===== config.mk =====
export PLATFORM = sky130hd
export DESIGN_NAME = spad_copy_engine
export DESIGN_NICKNAME = d
export VERILOG_FILES = /design/src/rtl/spad_pkg.sv /design/src/rtl/spad_bitrx.sv /design/src/rtl/spad_array.sv /design/src/rtl/spad_copy_engine.sv
export SDC_FILE = /design/constraint.sdc
export NUM_CORES = 1
export LEC_CHECK = 0
export BUFFER_PORTS_ARGS = -buffer_cell sky130_fd_sc_hd__clkbuf_2
export CORE_ASPECT_RATIO = 1.5
export CORE_UTILIZATION = 50
export CTS_CLUSTER_DIAMETER = 50
export DETAILED_ROUTE_END_ITERATION = 10
export PLACE_DENSITY = 0.64
export SYNTH_ARGS = -nofsm -noshare
export SYNTH_HDL_FRONTEND = slang
export SYNTH_HIERARCHICAL = 1
export SYNTH_SLANG_ARGS = --single-unit

===== constraint.sdc =====
create_clock -name clk -period 4.7 [get_ports clk]
set_input_delay 0.235 -clock clk [delete_from_list [all_inputs] [get_ports clk]]
set_output_delay 0.235 -clock clk [all_outputs]
set_load 0.02 [all_outputs]

===== src/rtl/spad_pkg.sv =====
package spad_pkg;
  typedef enum logic [2:0] {
    ST_CMD, ST_WADDR, ST_WDATA, ST_RDOUT, ST_AUTH, ST_COPY, ST_DONE, ST_IGNORE
  } spad_state_e;

  localparam logic [7:0] OP_FILL   = 8'h0F;
  localparam logic [7:0] OP_DUMP   = 8'hAA;
  localparam logic [7:0] OP_COMMIT = 8'h55;
endpackage


===== src/rtl/spad_bitrx.sv =====
module spad_bitrx #(
  parameter int BYTE_W = 8,
  localparam int CNT_W = $clog2(BYTE_W)
) (
  input  logic              clk,
  input  logic              rst_n,
  input  logic              clr,
  input  logic              bit_vld,
  input  logic              bit_in,
  output logic [CNT_W-1:0]  cnt,
  output logic              byte_done,
  output logic [BYTE_W-1:0] byte_val
);
  logic [BYTE_W-2:0] sh;
  logic [BYTE_W-2:0] sh_n;
  logic [CNT_W-1:0]  cnt_n;

  assign byte_done = bit_vld && (cnt == CNT_W'(BYTE_W-1));
  assign byte_val  = {bit_in, sh};

  always_comb begin
    sh_n  = sh;
    cnt_n = cnt;
    if (clr) begin
      cnt_n = '0;
    end else if (bit_vld) begin
      sh_n  = {bit_in, sh[BYTE_W-2:1]};
      cnt_n = CNT_W'(cnt + 1'b1);
    end
  end

  always_ff @(posedge clk or negedge rst_n) begin
    if (!rst_n) begin
      sh  <= '0;
      cnt <= '0;
    end else begin
      sh  <= sh_n;
      cnt <= cnt_n;
    end
  end
endmodule


===== src/rtl/spad_array.sv =====
module spad_array #(
  parameter int DEPTH  = 32,
  parameter int BYTE_W = 8,
  localparam int IDX_W = $clog2(DEPTH),
  localparam int BIT_W = $clog2(BYTE_W)
) (
  input  logic              clk,
  input  logic              wr_en,
  input  logic [IDX_W-1:0]  wr_idx,
  input  logic [BIT_W-1:0]  wr_bit,
  input  logic              wr_val,
  input  logic [IDX_W-1:0]  rd_idx,
  output logic [BYTE_W-1:0] rd_data
);
  logic [BYTE_W-1:0] mem [DEPTH];

  always_ff @(posedge clk) begin
    if (wr_en) mem[wr_idx][wr_bit] <= wr_val;
  end

  assign rd_data = mem[rd_idx];
endmodule


===== src/rtl/spad_copy_engine.sv =====
module spad_copy_engine
  import spad_pkg::*;
#(
  parameter int PAGE_BYTES = 32,
  parameter int NUM_PAGES  = 16,
  localparam int BYTE_W = 8,
  localparam int CNT_W  = $clog2(BYTE_W),
  localparam int OFF_W  = $clog2(PAGE_BYTES),
  localparam int PG_W   = $clog2(NUM_PAGES),
  localparam int ADDR_W = OFF_W + PG_W
) (
  input  logic              clk,
  input  logic              rst_n,
  input  logic              frame_rst,
  input  logic              bit_vld,
  input  logic              bit_in,
  output logic              bit_out,
  output logic              mem_we,
  output logic [ADDR_W-1:0] mem_addr,
  output logic [BYTE_W-1:0] mem_wdata
);
  spad_state_e state, state_n;
  logic [1:0]        bcnt, bcnt_n;
  logic [OFF_W:0]    off, off_n;
  logic [OFF_W-1:0]  cpy_off, cpy_off_n;
  logic [7:0]        ta1, ta1_n, ta2, ta2_n;
  logic [OFF_W-1:0]  es_end, es_end_n;
  logic              es_of, es_of_n, es_pf, es_pf_n, es_aa, es_aa_n;

  logic [CNT_W-1:0]  rx_cnt;
  logic              byte_done;
  logic [BYTE_W-1:0] byte_val;
  logic              fr_take;
  logic              spad_we;
  logic [OFF_W-1:0]  rd_idx;
  logic [BYTE_W-1:0] rd_data;
  logic [7:0]        es_byte;
  logic [7:0]        auth_ref;
  logic [7:0]        out_byte;
  logic [OFF_W-1:0]  start_off;
  logic [ADDR_W-1:0] tgt;

  assign fr_take   = frame_rst && (state != ST_COPY);
  assign es_byte   = {es_aa, es_of, es_pf, 5'(es_end)};
  assign start_off = ta1[OFF_W-1:0];
  assign tgt       = ADDR_W'({ta2, ta1});

  spad_bitrx #(.BYTE_W(BYTE_W)) u_rx (
    .clk(clk), .rst_n(rst_n), .clr(fr_take), .bit_vld(bit_vld), .bit_in(bit_in),
    .cnt(rx_cnt), .byte_done(byte_done), .byte_val(byte_val)
  );

  spad_array #(.DEPTH(PAGE_BYTES), .BYTE_W(BYTE_W)) u_spad (
    .clk(clk), .wr_en(spad_we), .wr_idx(off[OFF_W-1:0]), .wr_bit(rx_cnt),
    .wr_val(bit_in), .rd_idx(rd_idx), .rd_data(rd_data)
  );

  always_comb begin
    case (bcnt)
      2'd0:    auth_ref = ta1;
      2'd1:    auth_ref = ta2;
      default: auth_ref = es_byte;
    endcase
  end

  // next-state process
  always_comb begin
    state_n = state;  bcnt_n = bcnt;  off_n = off;  cpy_off_n = cpy_off;
    ta1_n = ta1;  ta2_n = ta2;  es_end_n = es_end;
    es_of_n = es_of;  es_pf_n = es_pf;  es_aa_n = es_aa;
    spad_we = 1'b0;
    if (fr_take) begin
      if (state == ST_WDATA && rx_cnt != '0 && !es_of) es_pf_n = 1'b1;
      state_n = ST_CMD;
      bcnt_n  = '0;
    end else begin
      case (state)
        ST_CMD: if (byte_done) begin
          bcnt_n = '0;
          case (byte_val)
            OP_FILL: begin
              state_n = ST_WADDR;
              es_aa_n = 1'b0; es_of_n = 1'b0; es_pf_n = 1'b0;
            end
            OP_DUMP:   state_n = ST_RDOUT;
            OP_COMMIT: state_n = ST_AUTH;
            default:   state_n = ST_IGNORE;
          endcase
        end
        ST_WADDR: if (byte_done) begin
          if (bcnt == 2'd0) begin
            ta1_n  = byte_val;
            bcnt_n = 2'd1;
          end else begin
            ta2_n    = byte_val;
            off_n    = {1'b0, start_off};
            es_end_n = start_off;
            state_n  = ST_WDATA;
          end
        end
        ST_WDATA: if (bit_vld) begin
          if (off[OFF_W]) begin
            es_of_n = 1'b1;
          end else begin
            spad_we  = 1'b1;
            es_end_n = off[OFF_W-1:0];
            if (rx_cnt == CNT_W'(BYTE_W-1)) off_n = (OFF_W+1)'(off + 1'b1);
          end
        end
        ST_RDOUT: if (byte_done) begin
          if (bcnt != 2'd3) bcnt_n = 2'(bcnt + 1'b1);
          if (bcnt == 2'd2) off_n = {1'b0, start_off};
          if (bcnt == 2'd3 && !off[OFF_W]) off_n = (OFF_W+1)'(off + 1'b1);
        end
        ST_AUTH: if (byte_done) begin
          if (byte_val != auth_ref) begin
            state_n = ST_IGNORE;
          end else if (bcnt == 2'd2) begin
            es_aa_n   = 1'b1;
            cpy_off_n = start_off;
            state_n   = ST_COPY;
          end else begin
            bcnt_n = 2'(bcnt + 1'b1);
          end
        end
        ST_COPY: begin
          if (cpy_off == es_end) state_n = ST_DONE;
          else cpy_off_n = OFF_W'(cpy_off + 1'b1);
        end
        default: ;
      endcase
    end
  end

  // register process
  always_ff @(posedge clk or negedge rst_n) begin
    if (!rst_n) begin
      state <= ST_CMD;  bcnt <= '0;  off <= '0;  cpy_off <= '0;
      ta1 <= '0;  ta2 <= '0;  es_end <= '0;
      es_of <= 1'b0;  es_pf <= 1'b0;  es_aa <= 1'b0;
    end else begin
      state <= state_n;  bcnt <= bcnt_n;  off <= off_n;  cpy_off <= cpy_off_n;
      ta1 <= ta1_n;  ta2 <= ta2_n;  es_end <= es_end_n;
      es_of <= es_of_n;  es_pf <= es_pf_n;  es_aa <= es_aa_n;
    end
  end

  // outputs
  assign rd_idx    = (state == ST_COPY) ? cpy_off : off[OFF_W-1:0];
  assign mem_we    = (state == ST_COPY);
  assign mem_addr  = {tgt[ADDR_W-1:OFF_W], cpy_off};
  assign mem_wdata = rd_data;

  always_comb begin
    case (bcnt)
      2'd0:    out_byte = ta1;
      2'd1:    out_byte = ta2;
      2'd2:    out_byte = es_byte;
      default: out_byte = off[OFF_W] ? '1 : rd_data;
    endcase
    case (state)
      ST_RDOUT: bit_out = out_byte[rx_cnt];
      ST_DONE:  bit_out = 1'b0;
      default:  bit_out = 1'b1;
    endcase
  end

  // assertions
  a_r8_we_shows_busy: assert property (@(posedge clk) disable iff (!rst_n)
    mem_we |-> bit_out);
  a_r3_ovf_at_last_offset: assert property (@(posedge clk) disable iff (!rst_n)
    es_of |-> (es_end == '1));
  a_r4_pf_excludes_of: assert property (@(posedge clk) disable iff (!rst_n)
    !(es_pf && es_of));
  a_r7_aa_after_echo: assert property (@(posedge clk) disable iff (!rst_n)
    $rose(es_aa) |-> $past(state == ST_AUTH));
  a_r7_copy_in_range: assert property (@(posedge clk) disable iff (!rst_n)
    mem_we |-> (mem_addr[OFF_W-1:0] >= start_off && mem_addr[OFF_W-1:0] <= es_end));
  a_r9_copy_ignores_frame: assert property (@(posedge clk) disable iff (!rst_n)
    (state == ST_COPY && frame_rst) |=> (state == ST_COPY || state == ST_DONE));
  a_r5_fill_clears_aa: assert property (@(posedge clk) disable iff (!rst_n)
    (state == ST_WADDR) |-> !es_aa);
endmodule


# == Word-level counts from Yosys, hierarchy flattened ==
# Memory sizes are Yosys's and may differ from the RTL's.
# Index checks and enable logic that the tools add are counted.
# classes
n_reduce_logical,34
n_mux,68
n_lt_le_gt_ge,2
n_addsub,4
bitwise_logic,2
eq_ne,43
# op_table
op,n
$mux 6,8
$mux 5,9
$ne 3x3->1 const B,11
$mux 3,10
$ne 2x2->1 const B,13
$pmux 8 s3,1
$reduce_and 7->1,3
$pmux 5 s2,2
$mux 2,9
$pmux 6 s3,1
$reduce_and 6->1,3
$reduce_and 9->1,2
$mux 1,17
$mux 8,2
$pmux 8 s2,1
$reduce_bool 2->1,8
$eq 3x3->1 const B,4
$pmux 3 s4,1
$reduce_and 4->1,3
$reduce_bool 5->1,2
$pmux 3 s3,1
$eq 8x4->1 const B,1
$eq 8x7->1 const B,1
$eq 8x8->1 const B,1
26 further kinds,39
# totals
mem_bits_rw,256
out_inout_bits,19
input_bits,5
regBits,50
n_memories,1
# memory_table
name,words,width,rd,rd_ports_with_merged_regs,wr,line_no,rtl
u_spad.mem,32,8,1,0,1,spad_array.sv:15,logic [BYTE_W-1:0] mem [DEPTH];

# == Longest topological paths before layout ==
# Gate-level depths: netlist of the first run.
# An unclocked memory read counts as a cell.
# depth
depth_word,8
depth_mapped,16

# == Cells and area by module ==
# Netlist of the first run, hierarchy kept.
# by_module_without_submodules
mod,area_per_inst_um2,cells_each,seq_area_each_um2,instances
spad_array,11006.8,702,7687.4,1
spad_copy_engine,2875.3,340,1001.0,1
spad_bitrx,455.4,29,250.2,1

# == Worst setup path after synthesis of the first run ==
# OpenSTA, ideal clock, no wires.
# synth_path
path_type,register to output
from,reg state[1]
to,out bit_out
path_buffers,2
path_slack_ns,0.311
arrival_time_ns,4.154
stages_incl_launch_ff,17
required_time_ns,4.465
path_cell_list,dfrtp_1 > nor2b_1 > nand2_1 > inv_1 > nand2_1 > nand2_1 > clkbuf_1 > buf_1 > mux4_2 > mux4_2 > mux2_2 > mux4_2 > nor2b_1 > a211oi_1 > a22oi_1 > o21ai_0 > nand2_1
# synth_via
elab_chain_cells,8
word_cells_on_any_way,10
classes_between,eq/ne: 3; mux: 6; memory: 1
# synth_lines
item,line_no,rtl
from (decl),spad_copy_engine.sv:22,"spad_state_e state, state_n;"
from (signal assigned),spad_copy_engine.sv:142,state <= state_n; bcnt <= bcnt_n; off <= off_n; cpy_off <= cpy_off_n;
$eq 3x3->1,--,
net mem_we,spad_copy_engine.sv:18,"output logic mem_we,"
$mux 5,spad_copy_engine.sv:149,assign rd_idx = (state == ST_COPY) ? cpy_off : off[OFF_W-1:0];
net rd_idx[2],spad_copy_engine.sv:35,logic [OFF_W-1:0] rd_idx;
$mem_v2 32x8,--,
net mem_wdata[5],spad_copy_engine.sv:20,output logic [BYTE_W-1:0] mem_wdata
$mux 8,spad_copy_engine.sv:159,default: out_byte = off[OFF_W] ? '1 : rd_data;
$pmux 8 s3,spad_copy_engine.sv:155,case (bcnt)
$bmux 1 s3,spad_copy_engine.sv:162,ST_RDOUT: bit_out = out_byte[rx_cnt];
$mux 1 (implied by the code),spad_copy_engine.sv:162,
$pmux 1 s2,spad_copy_engine.sv:161,case (state)
to (decl),spad_copy_engine.sv:17,"output logic bit_out,"
# The timed path passes the listed nets, and every way through them passes these cells. The select of a mux whose other input is x is not followed.

# == Worst setup path in the final report of the first run ==
# layout_path
from,reg state[2]
to,out bit_out
# layout_via
elab_chain_cells,8
word_cells_on_any_way,10
classes_between,eq/ne: 3; mux: 6; memory: 1
# layout_lines
item,line_no
$eq 3x3->1,spad_copy_engine.sv:149
$mux 5,spad_copy_engine.sv:149
net rd_idx[0],spad_copy_engine.sv:35
$mem_v2 32x8,--
$mux 8,spad_copy_engine.sv:159
$pmux 8 s3,spad_copy_engine.sv:155
$bmux 1 s3,spad_copy_engine.sv:162
$mux 1 (implied by the code),spad_copy_engine.sv:162
$pmux 1 s2,spad_copy_engine.sv:161
# The timed path passes the listed nets, and every way through them passes these cells. The select of a mux whose other input is x is not followed.

==> results of run 1 <==
## area by class of cell
| cell class | count | area [um^2] |
|---|---|---|
| clock buffers | 35 | 820.8 |
| inverters | 11 | 41.29 |
| flip-flops and latches | 306 | 8939 |
| repair buffers | 76 | 705.7 |
| multi-input cells | 687 | 5135 |
| well taps | 346 | 432.9 |
| fillers | 2194 | 11680 |
| clock inverters | 22 | 301.5 |
## placed cells by master (no fill, tap or decap), drive strengths merged, types with 10 or more instances in the layout
cell / count
edfxtp: 256
a22oi: 11
inv: 17
mux4: 82
and3: 10
nand2: 83
clkbuf: 58
buf: 52
nor3: 15
nor2b: 12
o21ai: 26
a21oi: 27
mux2: 32
nor2: 283
dfrtp: 50
nand3: 11
## synthesized netlist by cell type (3+ instances only)
cell / number / area [um^2]
sky130_fd_sc_hd__a32o_1: 3 / 30.03
sky130_fd_sc_hd__nand4_1: 4 / 25.02
sky130_fd_sc_hd__nor4_2: 3 / 37.54
sky130_fd_sc_hd__xnor2_1: 3 / 26.28
sky130_fd_sc_hd__nand2_1: 82 / 307.8
sky130_fd_sc_hd__xor2_1: 3 / 26.28
sky130_fd_sc_hd__mux2_2: 24 / 270.3
sky130_fd_sc_hd__nor3b_1: 6 / 45.04
sky130_fd_sc_hd__inv_1: 11 / 41.29
sky130_fd_sc_hd__a21oi_1: 27 / 135.1
sky130_fd_sc_hd__mux4_2: 82 / 1847
sky130_fd_sc_hd__mux2_4: 8 / 120.1
sky130_fd_sc_hd__nor2b_1: 12 / 75.07
sky130_fd_sc_hd__ha_1: 9 / 112.6
sky130_fd_sc_hd__or3b_1: 7 / 61.31
sky130_fd_sc_hd__clkbuf_1: 40 / 150.1
sky130_fd_sc_hd__nor3_1: 15 / 75.07
sky130_fd_sc_hd__nand3_1: 11 / 55.05
sky130_fd_sc_hd__and3_1: 10 / 62.56
sky130_fd_sc_hd__buf_4: 11 / 82.58
sky130_fd_sc_hd__mux2i_1: 7 / 70.07
sky130_fd_sc_hd__nor4_1: 4 / 25.02
sky130_fd_sc_hd__nor2_1: 283 / 1062
sky130_fd_sc_hd__buf_6: 3 / 33.78
sky130_fd_sc_hd__a31oi_1: 6 / 37.54
sky130_fd_sc_hd__and3b_1: 3 / 26.28
sky130_fd_sc_hd__buf_1: 12 / 45.04
sky130_fd_sc_hd__a22oi_1: 11 / 82.58
sky130_fd_sc_hd__nand2b_1: 5 / 31.28
sky130_fd_sc_hd__o21ai_0: 26 / 130.1
sky130_fd_sc_hd__dfrtp_1: 50 / 1251
sky130_fd_sc_hd__edfxtp_1: 256 / 7687
## what timing repair did
action                                  CTS  global route
hold buffers                              1             0
gates cloned                              3             1
resized for setup                        23             8
setup buffers                            15             1
pin swaps                                 7             5
endpoints found under the setup margin    1             1
endpoints found under the hold margin    22             0
## power breakdown
group | switching [W] | leakage (nW) | internal, W
clock | 0.00107 | 0.550 | 0.00160
combinational | 0.00188 | 1.85 | 0.00173
sequential | 0.000227 | 2.96 | 0.00304
## state kept, by name, summed over array words and instances (netlist names)
name and flops:
u_rx/sh 7, es_aa 1, es_end 5, bcnt 2, u_rx/cnt 3, ta2 8
u_spad/mem 256, cpy_off 5, off 6, es_pf 1, ta1 8, state 3
es_of 1
## kinds of logic after synthesis
kind of cell             count (synthesis)
AND/OR/NAND/NOR                        455
flip-flops                             306
multiplexers                           121
AO/OA/AOI/OAI                           95
buffers and inverters                   79
adder cells (fa/ha/maj)                  9
XOR/XNOR                                 6
## through the flow
step | power, W | util (%)
4_1_cts | 0.009502 | 58.12
5_1_grt | 0.009898 | 58.36
6_report | 0.009561 | 58.36
3_5_place_dp | 0.006524 | 53.14
2_1_floorplan | 0.005442 | -
3_3_place_gp | 0.006473 | 53.14
## worst min path at each step
stage	startpoint	endpoint	slack (ps)	cells after the start
after floorplan	rst_n	bcnt[0]$_DFFE_PN0P_	-60	0
after global routing	bit_in	u_spad/mem[19][2]$_DFFE_PP_	110	1
after CTS	bit_vld	es_of$_DFFE_PN0P_	60	3
after global placement	rst_n	ta2[7]$_DFFE_PN0P_	240	1
final	bit_vld	es_of$_DFFE_PN0P_	80	3
after detailed placement	rst_n	ta2[5]$_DFFE_PN0P_	250	1
## per-layer routing
metal	vias to the layer above	global-route usage, %
li1	4053	-
met1	4642	31.07
met2	370	43.07
met3	73	2.898
met4	0	12.05
met5	-	0
## worst max-delay path: stages (launching register included)
cell	delay, ps
sky130_fd_sc_hd__dfrtp_1	380
sky130_fd_sc_hd__nor2b_4	130
sky130_fd_sc_hd__nand2_2	90
sky130_fd_sc_hd__buf_6	120
sky130_fd_sc_hd__nand2_8	70
sky130_fd_sc_hd__nand2_8	190
sky130_fd_sc_hd__buf_6	140
sky130_fd_sc_hd__mux4_2	520
sky130_fd_sc_hd__mux4_2	550
sky130_fd_sc_hd__mux2_4	310
sky130_fd_sc_hd__mux4_2	480
sky130_fd_sc_hd__nor2b_4	140
sky130_fd_sc_hd__a211oi_2	210
sky130_fd_sc_hd__a22oi_1	120
sky130_fd_sc_hd__o21ai_1	150
sky130_fd_sc_hd__nand2_1	70
sky130_fd_sc_hd__clkbuf_8	150
==> impl_results.md, run 1 <==
- Crit path setup slack, layout: 53.38 ps
- Synthesized Nets: 1,085
- Worst reg-to-reg path cell count: 9
- Synthesized-area fraction occupied by adder cells: 0.7854%
- Xor-xnor portion of the synthesized cell area: 0.3665%
- Antenna cells: 0
- Number of clock buffers inserted by TritonCTS: 31
- Overflow left after global routing: 0
- Flip-flop and latch count after synthesis: 306
- Number of nets in the layout: 1,127
- Final critical delay including setup and external delays: between 4000 and 5000 ps
- Starting density of the core: 51.10%
- DRC: 0
- Worst-path maximum fanout: 6
- Core box area: about 28,000 um^2
- Number of hold violations in the final report: 0
- DIE WIDTH: around 140 um
- Termination of the worst setup path: bit_out
- CTS HTree Levels: 1
- Routed wire length on met2: 17.72 mm
- Cell area after synthesis: approximately 14,000 um^2
- Detailed-routing wirelength on met1: 13.35 mm
- Start point of the critical path: state[2]$_DFFE_PN0P_
- Placement Cell Area: between 10,000 and 15,000 um^2
- Power density normalized to cell area: between 500 and 600 nW/um^2
- Count of clock tree sinks: 306
- Post-route clock period utilization: roughly 99%
- Routed wl met3: 2.307 mm
- Count of synthesis-stage warnings from yosys: 6
- Largest net degree at the start of global routing: 108
- Drt first pass iters: 6
- Count of placed standard cells in the final layout, fillers left out: 1,483
- Clk root buf: sky130_fd_sc_hd__clkbuf_16
- Number of endpoints failing setup at the final stage: 0
- Register clock-pin slew on the reported worst setup and hold paths: ~60 ps
- Endpoint of the most critical register-to-register path: state[0]$_DFFE_PN0P_
- Avg Cell Area, Syn: roughly 13 um^2
- Port Buf Inserts: 23
- Top flip-flop cell by instance count after synthesis: sky130_fd_sc_hd__edfxtp_1
- Worst clock skew on the final layout: 21.97 ps
- Slew Limit Fails: 0
- Worst-case hold slack: 83.95 ps
- Vias in the first global route: 9,165
- Critical Path Start Type: flip-flop
- Reported leakage power: 5.361 nW
- Number of nets with antenna violations after routing: 0
- Maximum resistive drop on vdd: 0.0002769 V
- Area delta synth->final: 14.22%
- Post-placement cell count: 1,406
- Sequential-to-total area share from yosys stat: 62.34%
- Area enclosed by the die boundary: between 20,000 and 30,000 um^2
- First-iteration detailed-routing DRC count: 892
- Via/cell ratio: 6.162
- Area share of and/or/nand/nor cells after synthesis: 13.68%
- Launching point of the worst reg2reg path: bcnt[0]$_DFFE_PN0P_
- Unrepaired setup endpoints after global routing: yes
- Largest family of logic cells by synthesized area: multiplexers
- Fraction of layout instances using a drive strength above 1: 22.96%
- Weighted congestion at the end of routability-driven global placement: 1.051
- Max_slew headroom: approximately 16%
- CP required: between 4000 and 5000 ps
- Later-pin clock latency in the skew report: 570 ps
- Hold Path Class: primary input to flip-flop
- Count of standard-cell rows: 75
- Setup TNS after final layout: 0 ps
- Number of antenna violations at the first check in global routing: 0
- Synthesized-area fraction occupied by ao, oa, aoi and oai cells: under 10%
- Instance count of the mapped netlist: 1,071
- Number of different library cells in the post-synthesis netlist: just under 60
- Status: finished clean
- Data arrival time at the worst-slack endpoint: 4410 ps
- Vias: 9,138
- CP endpoint kind: primary output
- Clock tree from TritonCTS: done
- Setup slack of the most critical reg-to-reg path: 1210 ps
- Mux share of post-synthesis cell area: roughly 16%
- Placed wire-length estimate after detailed placement: 23.26 mm
- Total routing resource utilization after global routing: 24.86%
- Number of top-level design ports: 24
- Total detailed-routing wirelength: about 35 mm
- Transition time at the pin with the least slew margin: 1251 ps
- Routed wire length per instance: 23.72 um
- Number of synthesized flops with an enable pin: 256
- Critical path type: flip-flop to primary output
- Max Fclk: 215.2 MHz
- Max cap viols: 0
- Top layer used by detailed routing: met4
- Async set or reset register ratio after synthesis: approximately 16%
- Chip Height: around 210 um
- First-pass GRT wire length: 54.56 mm
- CTS max path bufs: 3
- Summed area of non-filler cells in the final layout: 16,380 um^2
- Pre-CTS setup slack: 88.44 ps
Note: power is estimated with default switching activity, not from simulation.
==> run 2, diff against run 1 <==
- RECOVER_POWER: default -> 25
- SYNTH_HIERARCHICAL: 1 -> default
==> impl_results.md, run 2 <==
- Sequential-to-total area share from yosys stat: 60.36% (was 62.34%)
- Count of synthesis-stage warnings from yosys: 0 (was 6)
- Weighted congestion at the end of routability-driven global placement: 0.9631 (was 1.051)
- Cell types with the largest area share after synthesis: sky130_fd_sc_hd__edfxtp_1 (52%), sky130_fd_sc_hd__dfrtp_1 (8.4%), sky130_fd_sc_hd__nor2_1 (7.5%), sky130_fd_sc_hd__nand2_1 (5.3%), sky130_fd_sc_hd__mux2i_1 (5.1%) (was sky130_fd_sc_hd__edfxtp_1 (54%), sky130_fd_sc_hd__mux4_2 (13%), sky130_fd_sc_hd__dfrtp_1 (8.7%), sky130_fd_sc_hd__nor2_1 (7.4%), sky130_fd_sc_hd__nand2_1 (2.1%))
- Worst reg-to-reg path cell count: 11 (was 9)
- Largest registers: u_spad.mem: 256 flops, ta1: 8 flops, ta2: 8 flops (was u_spad/mem: 256 flops, ta1: 8 flops, ta2: 8 flops)
- Critical path's slowest cell: sky130_fd_sc_hd__dfrtp_1 (was sky130_fd_sc_hd__mux4_2)
- Status: finished, violations left (was finished clean)
- Max cap viols: 3 (was 0)
- Summed area of non-filler cells in the final layout: 16,090 um^2 (was 16,380 um^2)
- First-pass GRT wire length: 63.18 mm (was 54.56 mm)
- Number of antenna violations at the first check in global routing: 0 (unchanged)
- Core box area: 28,910 um^2 (was 28,060 um^2)
- Relative contribution of the clock network to total power: 27.5% (was 28.0%)
- Placement Cell Area: 15,130 um^2 (was 14,910 um^2)
- Flip-flop and latch count after synthesis: 306 (unchanged)
- Clock tree from TritonCTS: done (unchanged)
- Top flip-flop cell by instance count after synthesis: sky130_fd_sc_hd__edfxtp_1 (unchanged)
- Area enclosed by the die boundary: 30,320 um^2 (was 29,370 um^2)
- Switching power: 0.003195 W (was 0.003186 W)
- Unrepaired setup endpoints after global routing: no (was yes)
- Launching point of the worst reg2reg path: bcnt[0]$_DFFE_PN0P_ (unchanged)
- CTS max path bufs: 3 (unchanged)
- Number of clock buffers inserted by TritonCTS: 30 (was 31)
- CTS HTree Levels: 1 (unchanged)
- Combinational power share: 34.0% (was 37.9%)
- Post-route clock period utilization: 97.40% (was 98.86%)
- Antenna cells: 0 (unchanged)
- CP required: 4470 ps (about the same)
- Placed wire-length estimate after detailed placement: 28.14 mm (was 23.26 mm)
- Register with the highest flop count: u_spad.mem (was u_spad/mem)
- Max_slew headroom: -85.49% (was 16.42%)
- Number of different library cells in the post-synthesis netlist: 65 (was 58)
- Cells along the critical path: nand3b_4, inv_6, mux2_4, nor2_1, a32oi_1, nand4_1, o311ai_1, a221o_1, a32o_1, clkbuf_2 (was nor2b_4, nand2_2, buf_6, nand2_8, nand2_8, buf_6, mux4_2, mux4_2, mux2_4, mux4_2, nor2b_4, a211oi_2, a22oi_1, o21ai_1, nand2_1, clkbuf_8)
- Number of nets in the layout: 1,383 (was 1,127)
- Avg Cell Area, Syn: 10.75 um^2 (was 13.39 um^2)
- Reported leakage power: 5.431 nW (was 5.361 nW)
- Power density normalized to cell area: 531.3 nW/um^2 (was 583.8 nW/um^2)
- Largest net degree at the start of global routing: 134 (was 108)
- Cell area after synthesis: 14,810 um^2 (was 14,340 um^2)
- Slew Limit Fails: 183 (was 0)
- Number of fill cells in the layout: 2,625 (was 2,194)
- Total detailed-routing wirelength: 42.15 mm (was 35.18 mm)
- Maximum resistive drop on vdd: 0.0002928 V (was 0.0002769 V)
- Number of hold violations in the final report: 0 (unchanged)
- CP endpoint kind: primary output (unchanged)
- Register clock-pin slew on the reported worst setup and hold paths: 60 ps (about the same)
- Max FFs per register: 256 (unchanged)
- Count of clock tree sinks: 306 (unchanged)
- Termination of the worst setup path: bit_out (unchanged)
- Overflow left after global routing: 0 (unchanged)
- Drt first pass iters: 7 (was 6)
- Clk root buf: sky130_fd_sc_hd__clkbuf_16 (unchanged)
- DRC: 0 (unchanged)
- DIE WIDTH: 142.5 um (was 140.3 um)
- Setup TNS after final layout: 0 ps (unchanged)
- Violations in the final reports: capacitance limit, slew limit
- Worst clock skew on the final layout: 12.05 ps (was 21.97 ps)
- Total routing resource utilization after global routing: 28.43% (was 24.86%)
- Later-pin clock latency in the skew report: 570 ps (about the same)
- Async set or reset register ratio after synthesis: 16.34% (unchanged)
- Hold Path Class: primary input to flip-flop (unchanged)
- Switching Share: 37.37% (was 33.32%)
- Number of synthesized flops with an enable pin: 256 (unchanged)
- Area delta synth->final: 8.686% (was 14.22%)
- Final core occ: 55.67% (was 58.36%)
- Chip Height: 212.8 um (was 209.4 um)
- Data arrival time at the worst-slack endpoint: 4340 ps (was 4410 ps)
- Most frequent standard cell in the layout excluding fill and tap cells: sky130_fd_sc_hd__nor2_1 (unchanged)
- Share of the synthesized area in the top cell type: 51.91% (was 53.62%)
- Max Fclk: 218.5 MHz (was 215.2 MHz)
- Endpoint of the most critical register-to-register path: state[1]$_DFFE_PN0P_ (was state[0]$_DFFE_PN0P_)
- Critical Path Start Type: flip-flop (unchanged)
- Starting density of the core: 51.22% (was 51.10%)
- Transition time at the pin with the least slew margin: 2782 ps (was 1251 ps)
- Vias: 10,820 (was 9,138)
- Most frequent cells after synthesis: sky130_fd_sc_hd__nor2_1 (294), sky130_fd_sc_hd__edfxtp_1 (256), sky130_fd_sc_hd__nand2_1 (210), sky130_fd_sc_hd__mux2i_1 (75), sky130_fd_sc_hd__a21oi_1 (65) (was sky130_fd_sc_hd__nor2_1 (283), sky130_fd_sc_hd__edfxtp_1 (256), sky130_fd_sc_hd__mux4_2 (82), sky130_fd_sc_hd__nand2_1 (82), sky130_fd_sc_hd__dfrtp_1 (50))
- Combined area of the multi-input logic cells: 5299 um^2 (was 5135 um^2)
- Overall power after layout: 0.008550 W (was 0.009561 W)
- Number of nets with antenna violations after routing: 0 (unchanged)
- Instance count of the mapped netlist: 1,377 (was 1,071)
- Area used by sequential logic in the layout: 8939 um^2 (unchanged)
- Start point of the critical path: state[0]$_DFFE_PN0P_ (was state[2]$_DFFE_PN0P_)
- Final critical delay including setup and external delays: 4578 ps (was 4647 ps)
- Synthesized Nets: 1,395 (was 1,085)
- First-iteration detailed-routing DRC count: 907 (was 892)
- Routed wire length per instance: 23.73 um (was 23.72 um)
- Critical Path Max Stage Delay: 580 ps (was 550 ps)
- Fraction of layout instances using a drive strength above 1: 8.225% (was 22.96%)
- Internal power: 0.005355 W (was 0.006375 W)
- Vias in the first global route: 10,480 (was 9,165)
- Via/cell ratio: 6.090 (was 6.162)
- Number of endpoints failing setup at the final stage: 0 (unchanged)
- Number of top-level design ports: 24 (unchanged)
- Postcts setup bufs: 0 (was 15)
- Setup slack of the most critical reg-to-reg path: 1090 ps (was 1210 ps)
- Count of standard-cell rows: 76 (was 75)
- Port Buf Inserts: 23 (unchanged)
- Largest area contributor in the synthesized netlist: sky130_fd_sc_hd__edfxtp_1 (unchanged)
- Most frequent cell after synthesis: sky130_fd_sc_hd__nor2_1 (unchanged)
- Share of power burned in registers: 38.4% (was 34.2%)
- Number of gates resized after CTS: 0 (was 23)
- Critical path type: flip-flop to primary output (unchanged)
- Commonest cells after routing, fill and taps aside: sky130_fd_sc_hd__nor2_1 (294), sky130_fd_sc_hd__edfxtp_1 (256), sky130_fd_sc_hd__nand2_1 (208) (was sky130_fd_sc_hd__nor2_1 (283), sky130_fd_sc_hd__edfxtp_1 (256), sky130_fd_sc_hd__mux4_2 (82))
- Worst-path maximum fanout: 25 (was 6)
==> run 2: kinds of logic after synthesis <==
group,count (synthesis),synth area share [%]
fa+ha+maj,13,1.098
mux,90,6.506
xor+xnor,6,0.3549
simple gates,652,19.05
flops,306,60.36
compound gates,196,8.686
buf+inv,114,3.937
==> run 2: worst min path at each step <==
stage                                  endpoint  depth (start not counted)    start  slack [ps]
floorplan                   bcnt[0]$_DFFE_PN0P_                          0    rst_n         -60
detailed placement           ta2[6]$_DFFE_PN0P_                          2    rst_n         390
finish                  u_rx.cnt[0]$_DFFE_PN0P_                          3  bit_vld          90
global route            u_rx.cnt[0]$_DFFE_PN0P_                          3  bit_vld         110
global placement             ta1[6]$_DFFE_PN0P_                          2    rst_n         390
CTS                 u_spad.mem[18][3]$_DFFE_PP_                          1   bit_in          30
==> run 2: critical path, delay by kind of cell (launching register included) <==
kind | cells | cell delay, ps
simple gates | 3 | 1210
compound gates | 4 | 1060
flops | 1 | 580
mux | 1 | 460
buf+inv | 2 | 440
==> run 2: metrics by stage <==
step | instances | setup slack (ps) | hold WS, ps
after floorplan | 1377 | 1454 | -60.59
after detailed placement | 1721 | 764.9 | 391.2
final | 1776 | 122.3 | 93.41
after global placement | 1721 | 786.9 | 387.3
after global routing | 1776 | 38.16 | 113.4
after CTS | 1776 | 154.6 | 29.14
==> run 2: metal layers <==
| layer | global-route usage, % | wire length, um | vias to the layer above |
|---|---|---|---|
| li1 | - | - | 4893 |
| met1 | 32.21 | 15560 | 5404 |
| met2 | 51.05 | 21900 | 396 |
| met3 | 3.297 | 2140 | 122 |
| met4 | 17.24 | 2553 | 0 |
| met5 | 0 | 0 | - |
==> run 2: timing repair <==
action	4_1_cts	5_1_grt
hold endpoints to repair	51	0
endpoints found under the setup margin	0	0
hold buffers	2	0
==> run 2: area by class of cell <==
class                           count  area share, %
Sequential cell                   306          55.54
Tap cell                          390          3.032
Clock inverter                      8         0.4043
Multi-Input combinational cell    957          32.92
Inverter                           25         0.6142
Timing Repair Buffer               45          1.959
Clock buffer                       45          5.527
==> run 2: power by group through the flow <==
stage,Sequential (W),Combinational [W],Clock (W)
floorplan,0.00322,0.00209,0
global placement,0.00333,0.00286,0
detailed placement,0.00334,0.00287,0
CTS,0.00328,0.00288,0.00238
global route,0.00331,0.00309,0.00248
finish,0.00329,0.00291,0.00235
==> run 3, diff against run 2 <==
- CORE_ASPECT_RATIO: 1.5 -> 1.4
==> impl_results.md, run 3 (synthesis results as in run 2) <==
- Status: finished, violations left (unchanged)
- Launching point of the worst reg2reg path: bcnt[0]$_DFFE_PN0P_ (unchanged)
- Start point of the critical path: state[2]$_DFFE_PN0P_ (was state[0]$_DFFE_PN0P_)
- Final critical delay including setup and external delays: 4440 ps (was 4578 ps)
- Count of standard-cell rows: 74 (was 76)
- Number of top-level design ports: 24 (unchanged)
- CTS max path bufs: 3 (unchanged)
- Worst-case hold slack: 70.94 ps (was 93.41 ps)
- Postcts setup bufs: 0 (unchanged)
- Critical path buffer and inverter count: 2 (unchanged)
- Total routing resource utilization after global routing: 28.94% (was 28.43%)
- Core box area: 29,170 um^2 (was 28,910 um^2)
- Register with the highest flop count: u_spad.mem (unchanged)
- Port Buf Inserts: 23 (unchanged)
- Number of antenna violations at the first check in global routing: 0 (unchanged)
- Commonest cells after routing, fill and taps aside: sky130_fd_sc_hd__nor2_1 (294), sky130_fd_sc_hd__edfxtp_1 (256), sky130_fd_sc_hd__nand2_1 (209) (was sky130_fd_sc_hd__nor2_1 (294), sky130_fd_sc_hd__edfxtp_1 (256), sky130_fd_sc_hd__nand2_1 (208))
- Total detailed-routing wirelength: 42.99 mm (was 42.15 mm)
- Relative contribution of the clock network to total power: 31.1% (was 27.5%)
- Count of clock tree sinks: 306 (unchanged)
- Area used by sequential logic in the layout: 8940 um^2 (was 8939 um^2)
- Number of nets with antenna violations after routing: 0 (unchanged)
- Max FFs per register: 256 (unchanged)
- Critical Path Start Type: flip-flop (unchanged)
- Top Family by Delay on Critical Path: simple AND/OR/NAND/NOR gates (unchanged)
- Via/cell ratio: 6.079 (was 6.090)
- Number of hold violations in the final report: 0 (unchanged)
- Setup TNS after final layout: 0 ps (unchanged)
- Internal power: 0.005644 W (was 0.005355 W)
- Largest registers: u_spad.mem: 256 flops, ta1: 8 flops, ta2: 8 flops (unchanged)
- Placed wire-length estimate after detailed placement: 28.92 mm (was 28.14 mm)
- Slew Limit Fails: 196 (was 183)
- Most frequent standard cell in the layout excluding fill and tap cells: sky130_fd_sc_hd__nor2_1 (unchanged)
- Pre-CTS setup slack: 723.6 ps (was 764.9 ps)
- Cells along the critical path: nand3b_4, inv_6, mux2i_4, nor2_1, a32oi_1, nand4_1, nor4_1, a221o_1, a32o_1, clkbuf_2 (was nand3b_4, inv_6, mux2_4, nor2_1, a32oi_1, nand4_1, o311ai_1, a221o_1, a32o_1, clkbuf_2)
- Data arrival time at the worst-slack endpoint: 4200 ps (was 4340 ps)
- Critical path's slowest cell: sky130_fd_sc_hd__nor4_1 (was sky130_fd_sc_hd__dfrtp_1)
- Routed wire length per instance: 24.13 um (was 23.73 um)
- Area enclosed by the die boundary: 30,320 um^2 (about the same)
- Largest net degree at the start of global routing: 121 (was 134)
- CTS HTree Levels: 2 (was 1)
- Combinational power share: 32.3% (was 34.0%)
- Cell count along the critical path: 10 (unchanged)
- Number of nets in the layout: 1,393 (was 1,383)
- CP endpoint kind: primary output (unchanged)
- Maximum resistive drop on vdd: 0.0003053 V (was 0.0002928 V)
- DIE WIDTH: 147.4 um (was 142.5 um)
- Reported leakage power: 5.557 nW (was 5.431 nW)
- Clock tree from TritonCTS: done (unchanged)
- Vias: 10,830 (was 10,820)
- Critical Path Max Stage Delay: 620 ps (was 580 ps)
- Clk root buf: sky130_fd_sc_hd__clkbuf_16 (unchanged)
- Weighted congestion at the end of routability-driven global placement: 0.9720 (was 0.9631)
- Max_slew headroom: -86.40% (was -85.49%)
- Crit path setup slack, layout: 260.2 ps (was 122.3 ps)
- Combined area of the multi-input logic cells: 5296 um^2 (was 5299 um^2)
- DRC: 0 (unchanged)
- Number of fill cells in the layout: 2,589 (was 2,625)
- Max cap viols: 3 (unchanged)
- Worst reg-to-reg path cell count: 11 (unchanged)
- Register clock-pin slew on the reported worst setup and hold paths: 60 ps (about the same)
- Vias in the first global route: 10,710 (was 10,480)
- Termination of the worst setup path: bit_out (unchanged)
- Drt first pass iters: 5 (was 7)
- CP required: 4470 ps (about the same)
- Fraction of layout instances using a drive strength above 1: 9.201% (was 8.225%)
- Violations in the final reports: capacitance limit, slew limit (unchanged)
- Hold Path Class: primary input to flip-flop (unchanged)
- Area delta synth->final: 10.25% (was 8.686%)
- Unrepaired setup endpoints after global routing: no (unchanged)
- Hold_sp: frame_rst (was bit_vld)
- First-pass GRT wire length: 65.09 mm (was 63.18 mm)
- Setup slack of the most critical reg-to-reg path: 990 ps (was 1090 ps)
- Endpoint of the most critical register-to-register path: state[1]$_DFFE_PN0P_ (unchanged)
- Critical path type: flip-flop to primary output (unchanged)
- Later-pin clock latency in the skew report: 540 ps (was 570 ps)
- Worst-path maximum fanout: 19 (was 25)
- Max Fclk: 225.2 MHz (was 218.5 MHz)
- Worst clock skew on the final layout: 31.11 ps (was 12.05 ps)
- Power density normalized to cell area: 550.0 nW/um^2 (was 531.3 nW/um^2)
- First-iteration detailed-routing DRC count: 901 (was 907)
- Number of clock buffers inserted by TritonCTS: 36 (was 30)
- Antenna cells: 0 (unchanged)
- Switching power: 0.003335 W (was 0.003195 W)
- Share of power burned in registers: 36.6% (was 38.4%)
- Chip Height: 205.6 um (was 212.8 um)
- Switching Share: 37.14% (was 37.37%)
- Post-route clock period utilization: 94.46% (was 97.40%)
- Overall power after layout: 0.008979 W (was 0.008550 W)
- Overflow left after global routing: 0 (unchanged)
- Starting density of the core: 50.77% (was 51.22%)
- Number of endpoints failing setup at the final stage: 0 (unchanged)
- Transition time at the pin with the least slew margin: 2796 ps (was 2782 ps)
run 3: per-stage QoR:
step	utilization, %	instances	cell area [um^2]
2_1_floorplan	-	1377	14810
3_3_place_gp	51.92	1716	15140
3_5_place_dp	51.92	1716	15140
4_1_cts	56.02	1782	16340
5_1_grt	55.98	1782	16330
6_report	55.98	1782	16330
run 3: power by group through the flow:
stage | Combinational, W | Sequential [W] | Clock [W]
2_1_floorplan | 0.00209 | 0.00322 | 0
3_3_place_gp | 0.00286 | 0.00333 | 0
3_5_place_dp | 0.00288 | 0.00333 | 0
4_1_cts | 0.00289 | 0.00328 | 0.00283
5_1_grt | 0.00311 | 0.00331 | 0.00292
6_report | 0.00290 | 0.00329 | 0.00279
run 3: worst reg2reg max path: stages (launching register included):
cell and delay (ps):
sky130_fd_sc_hd__dfrtp_1 440, sky130_fd_sc_hd__inv_1 150, sky130_fd_sc_hd__ha_1 640, sky130_fd_sc_hd__a22oi_1 260, sky130_fd_sc_hd__and3_1 240, sky130_fd_sc_hd__nor4b_1 520, sky130_fd_sc_hd__nand4_1 310, sky130_fd_sc_hd__o41ai_1 410
sky130_fd_sc_hd__o2bb2ai_1 250, sky130_fd_sc_hd__nand3b_1 170, sky130_fd_sc_hd__a21oi_1 50, sky130_fd_sc_hd__a21o_1 160
run 3: what timing repair did:
action	CTS	global route
hold endpoints to repair	50	0
hold buffers	1	0
endpoints found under the setup margin	0	1
resized for setup	0	1
run 3: worst min path at each step:
stage / end / slack (ps) / cells after the start
global placement: ta2[6]$_DFFE_PN0P_ / 390 / 2
CTS: state[2]$_DFFE_PN0P_ / 50 / 2
global route: state[2]$_DFFE_PN0P_ / 80 / 2
floorplan: bcnt[0]$_DFFE_PN0P_ / -60 / 0
finish: state[2]$_DFFE_PN0P_ / 70 / 2
detailed placement: ta1[7]$_DFFE_PN0P_ / 400 / 2
run 3: area by class of cell:
type,instances,share of cell area [%]
Clock buffer,42,5.848
Inverter,25,0.6055
Timing Repair Buffer,49,2.023
Clock inverter,23,1.410
Sequential cell,306,54.76
Tap cell,380,2.912
Multi-Input combinational cell,957,32.44
run 3: routing by layer:
| metal | global-route usage (%) | share of wire [%] | up-vias |
|---|---|---|---|
| met3 | 4.279 | 5.3 | 103 |
| met1 | 33.72 | 38 | 5418 |
| met2 | 52.61 | 53 | 382 |
| li1 | - | - | 4929 |
| met5 | 0 | 0 | - |
| met4 | 12.67 | 4.1 | 0 |
